$ cat src/rtl/cfg3w_pkg.sv
package cfg3w_pkg;
  localparam int W1_BITS = 23;
  localparam int W2_BITS = 8;
  localparam int PCT_W   = 8;
  localparam int DIV_W   = 6;
  localparam int SW_W    = 5;
  localparam int PROG_W  = DIV_W + SW_W;

  typedef struct packed {
    logic [1:0] ref_code;
    logic [4:0] swal;
    logic [1:0] main_code;
    logic       flt_pol;
    logic       comp_pol;
    logic       pump_pol;
    logic       flt_en;
    logic       comp_en;
    logic [2:0] flt_scl;
    logic [2:0] dac_code;
    logic [2:0] pump_scl;
  } word1_t;

  typedef struct packed {
    logic       dbl_en;
    logic       amp_en;
    logic [2:0] comp_scl;
    logic [2:0] test_code;
  } word2_t;

  localparam word1_t W1_DEFAULT = '{ref_code: 2'd0, swal: 5'd0, main_code: 2'd0,
                                    flt_pol: 1'b0, comp_pol: 1'b0, pump_pol: 1'b0,
                                    flt_en: 1'b0, comp_en: 1'b0, flt_scl: 3'd4,
                                    dac_code: 3'd0, pump_scl: 3'd4};
  localparam word2_t W2_DEFAULT = '{dbl_en: 1'b0, amp_en: 1'b0,
                                    comp_scl: 3'd4, test_code: 3'd0};

  function automatic logic [PCT_W-1:0] scale_pct(input logic [2:0] c);
    return PCT_W'(60 + 10 * int'(c));
  endfunction

  function automatic logic [DIV_W-1:0] ref_ratio(input logic [1:0] c);
    case (c)
      2'd1:    return DIV_W'(12);
      2'd2:    return DIV_W'(16);
      2'd3:    return DIV_W'(24);
      default: return DIV_W'(32);
    endcase
  endfunction

  function automatic logic [DIV_W-1:0] main_ratio(input logic [1:0] c);
    return DIV_W'(31 + int'(c));
  endfunction
endpackage

$ cat src/rtl/cfg3w_sync.sv
module cfg3w_sync #(
  parameter int WIDTH = 1,
  parameter int STAGES = 2,
  parameter logic [WIDTH-1:0] RST_VAL = '0
) (
  input  logic             clk,
  input  logic             rst,
  input  logic [WIDTH-1:0] d,
  output logic [WIDTH-1:0] q
);
  for (genvar b = 0; b < WIDTH; b++) begin : g_bit
    logic [STAGES-1:0] chain;
    always_ff @(posedge clk) begin
      if (rst) chain <= {STAGES{RST_VAL[b]}};
      else     chain <= {chain[STAGES-2:0], d[b]};
    end
    assign q[b] = chain[STAGES-1];
  end
endmodule

$ cat src/rtl/cfg3w_shift.sv
module cfg3w_shift #(
  parameter int SR_W = 24,
  parameter int STAGES = 2
) (
  input  logic            clk,
  input  logic            rst,
  input  logic            sck,
  input  logic            sdi,
  input  logic            sel_n,
  output logic [SR_W-1:0] sr,
  output logic            load_stb
);
  logic [2:0] pins_s;
  logic sel_s, sck_s, sdi_s, sck_d, sel_d;

  cfg3w_sync #(.WIDTH(3), .STAGES(STAGES), .RST_VAL(3'b100)) u_sync (
    .clk(clk), .rst(rst), .d({sel_n, sck, sdi}), .q(pins_s)
  );
  assign {sel_s, sck_s, sdi_s} = pins_s;

  always_ff @(posedge clk) begin
    if (rst) begin
      sck_d <= 1'b0;
      sel_d <= 1'b1;
      sr    <= '0;
    end else begin
      sck_d <= sck_s;
      sel_d <= sel_s;
      if (sck_s && !sck_d && !sel_s) sr <= {sr[SR_W-2:0], sdi_s};
    end
  end

  assign load_stb = sel_s && !sel_d;
endmodule

$ cat src/rtl/cfg3w_regs.sv
module cfg3w_regs
  import cfg3w_pkg::*;
#(
  parameter int SR_W = W1_BITS + 1
) (
  input  logic            clk,
  input  logic            rst,
  input  logic            lose,
  input  logic            load,
  input  logic [SR_W-1:0] sr,
  output word1_t          w1,
  output word2_t          w2
);
  always_ff @(posedge clk) begin
    if (rst || lose) begin
      w1 <= W1_DEFAULT;
      w2 <= W2_DEFAULT;
    end else if (load) begin
      if (sr[0]) w1 <= word1_t'(sr[W1_BITS:1]);
      else       w2 <= word2_t'(sr[W2_BITS:1]);
    end
  end
endmodule

$ cat src/rtl/cfg3w_decode.sv
module cfg3w_decode
  import cfg3w_pkg::*;
(
  input  logic              clk,
  input  logic              rst,
  input  word1_t            w1,
  input  word2_t            w2,
  output logic [DIV_W-1:0]  ref_div,
  output logic [DIV_W-1:0]  main_div,
  output logic [SW_W-1:0]   swallow,
  output logic [PROG_W-1:0] prog_div,
  output logic              flt_pol,
  output logic              comp_pol,
  output logic              pump_pol,
  output logic              flt_en,
  output logic              comp_en,
  output logic [PCT_W-1:0]  flt_pct,
  output logic [PCT_W-1:0]  pump_pct,
  output logic [2:0]        dac_code,
  output logic              dbl_en,
  output logic              amp_en,
  output logic [PCT_W-1:0]  comp_pct,
  output logic [2:0]        test_code
);
  word1_t a;
  word2_t b;
  logic [DIV_W-1:0] main_n;

  assign a = rst ? W1_DEFAULT : w1;
  assign b = rst ? W2_DEFAULT : w2;
  assign main_n = main_ratio(a.main_code);

  always_ff @(posedge clk) begin
    ref_div   <= ref_ratio(a.ref_code);
    main_div  <= main_n;
    swallow   <= a.swal;
    prog_div  <= {main_n, {SW_W{1'b0}}} + PROG_W'(a.swal);
    flt_pol   <= a.flt_pol;
    comp_pol  <= a.comp_pol;
    pump_pol  <= a.pump_pol;
    flt_en    <= a.flt_en;
    comp_en   <= a.comp_en;
    flt_pct   <= scale_pct(a.flt_scl);
    pump_pct  <= scale_pct(a.pump_scl);
    dac_code  <= a.dac_code;
    dbl_en    <= b.dbl_en;
    amp_en    <= b.amp_en;
    comp_pct  <= scale_pct(b.comp_scl);
    test_code <= b.test_code;
  end
endmodule

$ cat src/rtl/cfg3w_bus.sv
module cfg3w_bus
  import cfg3w_pkg::*;
#(
  parameter int SYNC_STAGES = 2
) (
  input  logic              clk,
  input  logic              rst,
  input  logic              bus_sck,
  input  logic              bus_sdi,
  input  logic              bus_sel_n,
  input  logic              pwr_up,
  input  logic              hold_en,
  output logic [DIV_W-1:0]  ref_div,
  output logic [DIV_W-1:0]  main_div,
  output logic [SW_W-1:0]   swallow,
  output logic [PROG_W-1:0] prog_div,
  output logic              flt_pol,
  output logic              comp_pol,
  output logic              pump_pol,
  output logic              flt_en,
  output logic              comp_en,
  output logic [PCT_W-1:0]  flt_pct,
  output logic [PCT_W-1:0]  pump_pct,
  output logic [2:0]        dac_code,
  output logic              dbl_en,
  output logic              amp_en,
  output logic [PCT_W-1:0]  comp_pct,
  output logic [2:0]        test_code
);
  localparam int SR_W = W1_BITS + 1;

  logic [SR_W-1:0] sr;
  logic load_stb, lose_now;
  word1_t w1;
  word2_t w2;

  assign lose_now = !pwr_up && !hold_en;

  cfg3w_shift #(.SR_W(SR_W), .STAGES(SYNC_STAGES)) u_shift (
    .clk(clk), .rst(rst), .sck(bus_sck), .sdi(bus_sdi), .sel_n(bus_sel_n),
    .sr(sr), .load_stb(load_stb)
  );

  cfg3w_regs #(.SR_W(SR_W)) u_regs (
    .clk(clk), .rst(rst), .lose(lose_now), .load(load_stb), .sr(sr),
    .w1(w1), .w2(w2)
  );

  cfg3w_decode u_dec (
    .clk(clk), .rst(rst), .w1(w1), .w2(w2),
    .ref_div(ref_div), .main_div(main_div), .swallow(swallow), .prog_div(prog_div),
    .flt_pol(flt_pol), .comp_pol(comp_pol), .pump_pol(pump_pol),
    .flt_en(flt_en), .comp_en(comp_en), .flt_pct(flt_pct), .pump_pct(pump_pct),
    .dac_code(dac_code), .dbl_en(dbl_en), .amp_en(amp_en),
    .comp_pct(comp_pct), .test_code(test_code)
  );
endmodule

$ cat config.mk
export PLATFORM = sky130hd
export DESIGN_NAME = cfg3w_bus
export DESIGN_NICKNAME = d
export VERILOG_FILES = /design/src/rtl/cfg3w_pkg.sv /design/src/rtl/cfg3w_sync.sv /design/src/rtl/cfg3w_shift.sv /design/src/rtl/cfg3w_regs.sv /design/src/rtl/cfg3w_decode.sv /design/src/rtl/cfg3w_bus.sv
export SDC_FILE = /design/constraint.sdc
export NUM_CORES = 1
export LEC_CHECK = 0
export ABC_CLOCK_PERIOD_IN_PS = 2070
export BUFFER_PORTS_ARGS = -buffer_cell sky130_fd_sc_hd__buf_2
export CORE_ASPECT_RATIO = 0.5
export CORE_MARGIN = 2
export CORE_UTILIZATION = 40
export DETAILED_ROUTE_END_ITERATION = 12
export PLACE_DENSITY = 0.66
export SLEW_MARGIN = 20
export SYNTH_ARGS = -nofsm -noshare
export SYNTH_HDL_FRONTEND = slang
export SYNTH_SLANG_ARGS = --single-unit
$ cat constraint.sdc
create_clock -name clk -period 2.07 [get_ports clk]
set_input_delay 0.414 -clock clk [delete_from_list [all_inputs] [get_ports clk]]
set_output_delay 0.414 -clock clk [all_outputs]
set_load 0.005 [all_outputs]
==> impl_metrics.tcl <==
set metrics [dict create \
    outcome "complete, no violations" \
    route.detailed.drc 0 \
    cts_setup_buffers 0 \
    synthesis.area_sq_um 3890 \
    vias 2603 \
    drive_above_1_share 0.2141 \
    overflow 0 \
    synthArstFlopShare 0 \
    fin_crit_sh 0.8426 \
    ys_warn_count 0 \
    cp_data_required_time_ps 2300 \
    fp.dieW_um 143.5 \
    p_leak_uw 0.001942 \
    die_y_um 73.73 \
    dieArea_sq_um 10580 \
    ir_drop_v 0.0005411 \
    multi_input_area_sq_um 1399 \
    grt_pass1_vias 2362 \
    start_util 0.4118 \
    pin_count 72 \
    postRouteAntennaNets 0 \
    fin_tns_setup_ps 0 \
    num_antenna_cells 0 \
    cts_root_buf "clkbuf_16" \
    clk_pin_slew_ps 70 \
    cts_buffer_depth 2 \
    powerDensity_nw_per_um2 899.4 \
    hold_class "input pin to register" \
    r2r_setup_slack_ps 330 \
    critical_path_peak_fanout 4 \
    timing.fmax_ghz 0.5733 \
    clk_latency_ps 340 \
    maxSlewHeadroom 0.4688 \
    rsz0062_at_grt "false" \
    min_from "bus_sel_n" \
    drv_cap 0 \
    holdBufCountCts 0 \
    p_total_uw 4139 \
    place_inst 586 \
    regArea_sq_um 2202 \
    finClkSkew_ps 6.228 \
    setup_viol 0 \
    synth_cells 409 \
    syn2layout_area_growth_pct 18.30 \
    holdPathEnd "u_shift.u_sync.g_bit[2].chain[0]$_SDFF_PP1_" \
    hold_depth 2 \
    cts_resized 0 \
    drt-total-wl_mm 6.458 \
    r2r-start "u_regs.w2[5]$_SDFFE_PP1P_" \
    synth_largest_area_cell "dfxtp_1" \
    startpoint_type "register" \
    r2r_end "u_dec.comp_pct[6]$_DFF_P_" \
    holdWs_ps 250.1 \
    end_kind "register" \
    n_fill_cell 910 \
    hold_viol 0 \
    final.min_clock_period_ps 1744 \
    synth_edf_count 0 \
    ys.flop_type "dfxtp_1" \
    track_usage 0.1314 \
    yosysMostFrequentCell "dfxtp_1" \
    ys_top_cells_by_area "dfxtp_1 (57%), nand2_1 (9.6%), a21oi_1 (5.8%)" \
    htree_levels 3 \
    drt_iter0_markers 115 \
    io_buffer_count 66 \
    drt-pass1-iter-count 4 \
    avgSynthCellArea_sq_um 9.511 \
    synth_top_area_frac 0.5661 \
    grt_pass1_wl_mm 10.65 \
    vias_per_cell 4.324 \
    cp.arrival_ps 1980 \
    yosys_register_bits 110 \
    place.gp.congestion 0.6959 \
    ys_types 31 \
    grt_start_max_net_pins 56 \
    cts_tree "done" \
    netlist_top_cells_count "dfxtp_1 (110), nand2_1 (100), a21oi_1 (45)" \
    post_drt_wl_per_cell_um 10.73 \
    cts_sinks 110 \
    fp.coreArea_sq_um 9447 \
    tightest_slew_ps 796.8 \
    final_nets 486 \
    num_rows 25 \
    cts_inserted_buffers 9 \
    hpwl_mm 4.235 \
    reg2regPathDepth 7 \
    synth.yosys.seq_area_share 0.5661 \
    instances_no_fill 602 \
    antenna_found_initial 0 \
    maxSlewViolCount 0 \
    crit_type "register to register" \
]
-- area by class of cell --
class	instances	share of cell area
flip-flops and latches	110	0.4785
multi-input cells	248	0.3040
repair buffers	77	0.09244
clock buffers	11	0.05275
well taps	135	0.03670
clock inverters	5	0.02257
inverters	16	0.01305
-- how the worst max path moves through the flow --
stage	startpoint	to	slack, ps	cells past startpoint
final	u_regs.w2[5]$_SDFFE_PP1P_	u_dec.comp_pct[6]$_DFF_P_	330	7
after global routing	u_regs.w2[5]$_SDFFE_PP1P_	u_dec.comp_pct[6]$_DFF_P_	200	7
after CTS	u_regs.w2[5]$_SDFFE_PP1P_	u_dec.comp_pct[6]$_DFF_P_	320	7
after detailed placement	rst	u_dec.comp_pct[6]$_DFF_P_	80	8
after global placement	rst	u_dec.comp_pct[6]$_DFF_P_	130	8
after floorplan	rst	u_dec.pump_pct[6]$_DFF_P_	70	9
-- flip-flops by register name (all words and copies together), names as in the netlist, 3 cells and up --
name                        flops
u_dec.pump_pct                  7
u_shift.u_sync.g_bit.chain      6
u_regs.w2                       8
u_shift.sr                     24
u_dec.flt_pct                   7
u_dec.swallow                   4
u_dec.main_div                  4
u_dec.dac_code                  3
u_regs.w1                      23
u_dec.test_code                 3
u_dec.ref_div                   4
u_dec.comp_pct                  7
-- through the flow --
step / setup WS, ps / util / cell area (sq um)
global route: 196.9 / 0.4872 / 4602
floorplan: 67.04 / - / 3905
global placement: 126.3 / 0.4505 / 4255
detailed placement: 78.05 / 0.4505 / 4255
finish: 325.8 / 0.4872 / 4602
CTS: 320.2 / 0.4872 / 4602
-- critical path: stages (launching register included) --
cell,delay (ps)
dfxtp_1,310
or2_2,340
ha_1,200
ha_1,180
ha_1,270
nor2_1,140
nand2_1,80
xnor2_1,110
-- cell families after synthesis --
logic type	Yosys count	share of synthesized area
AO/OA/AOI/OAI	48	0.06337
XOR/XNOR	6	0.01351
adder cells (fa/ha/maj)	17	0.06240
buffers and inverters	55	0.07816
flip-flops	110	0.5661
multiplexers	8	0.02059
other	1	0.0009640
AND/OR/NAND/NOR	164	0.1949
-- per-layer routing --
| layer | track usage | up-vias | part of all wire | wire (um) |
|---|---|---|---|---|
| met5 | 0 | - | 0 | 0 |
| met4 | 0.04902 | 0 | 0.014 | 90 |
| met3 | 0.06193 | 9 | 0.058 | 373 |
| met2 | 0.2026 | 46 | 0.44 | 2833 |
| met1 | 0.1616 | 1182 | 0.49 | 3161 |
| li1 | - | 1366 | - | - |
-- cells in the final DEF (no fill, tap or decap) --
master / instances
clkbuf_8: 1
or3b_1: 1
a31oi_1: 1
clkbuf_1: 1
a21oi_1: 45
buf_4: 10
nor2_1: 14
xor2_1: 4
mux2i_1: 8
nand2b_1: 6
nor2b_1: 28
fa_1: 4
nand3_1: 2
or2_1: 1
nand2_1: 100
buf_12: 1
inv_6: 1
nand3b_1: 1
clkinv_2: 1
and2_1: 1
conb_1: 5
a21boi_0: 1
dfxtp_1: 110
buf_2: 66
or2_2: 6
nor3b_2: 1
nor4_2: 1
clkbuf_16: 9
bufinv_16: 3
and3b_1: 1
ha_1: 13
xnor2_1: 2
inv_1: 16
nor3b_1: 1
o31ai_1: 1
-- report_power, final --
| part | total, uW | internal, uW | leakage [uW] | switching [uW] |
|---|---|---|---|---|
| Clock | 1950 | 1220 | 0.000170 | 730 |
| Sequential | 2130 | 2120 | 0.000888 | 3.17 |
| Combinational | 66.3 | 22.7 | 0.000884 | 43.6 |
Power figures use the tool's default switching activity.
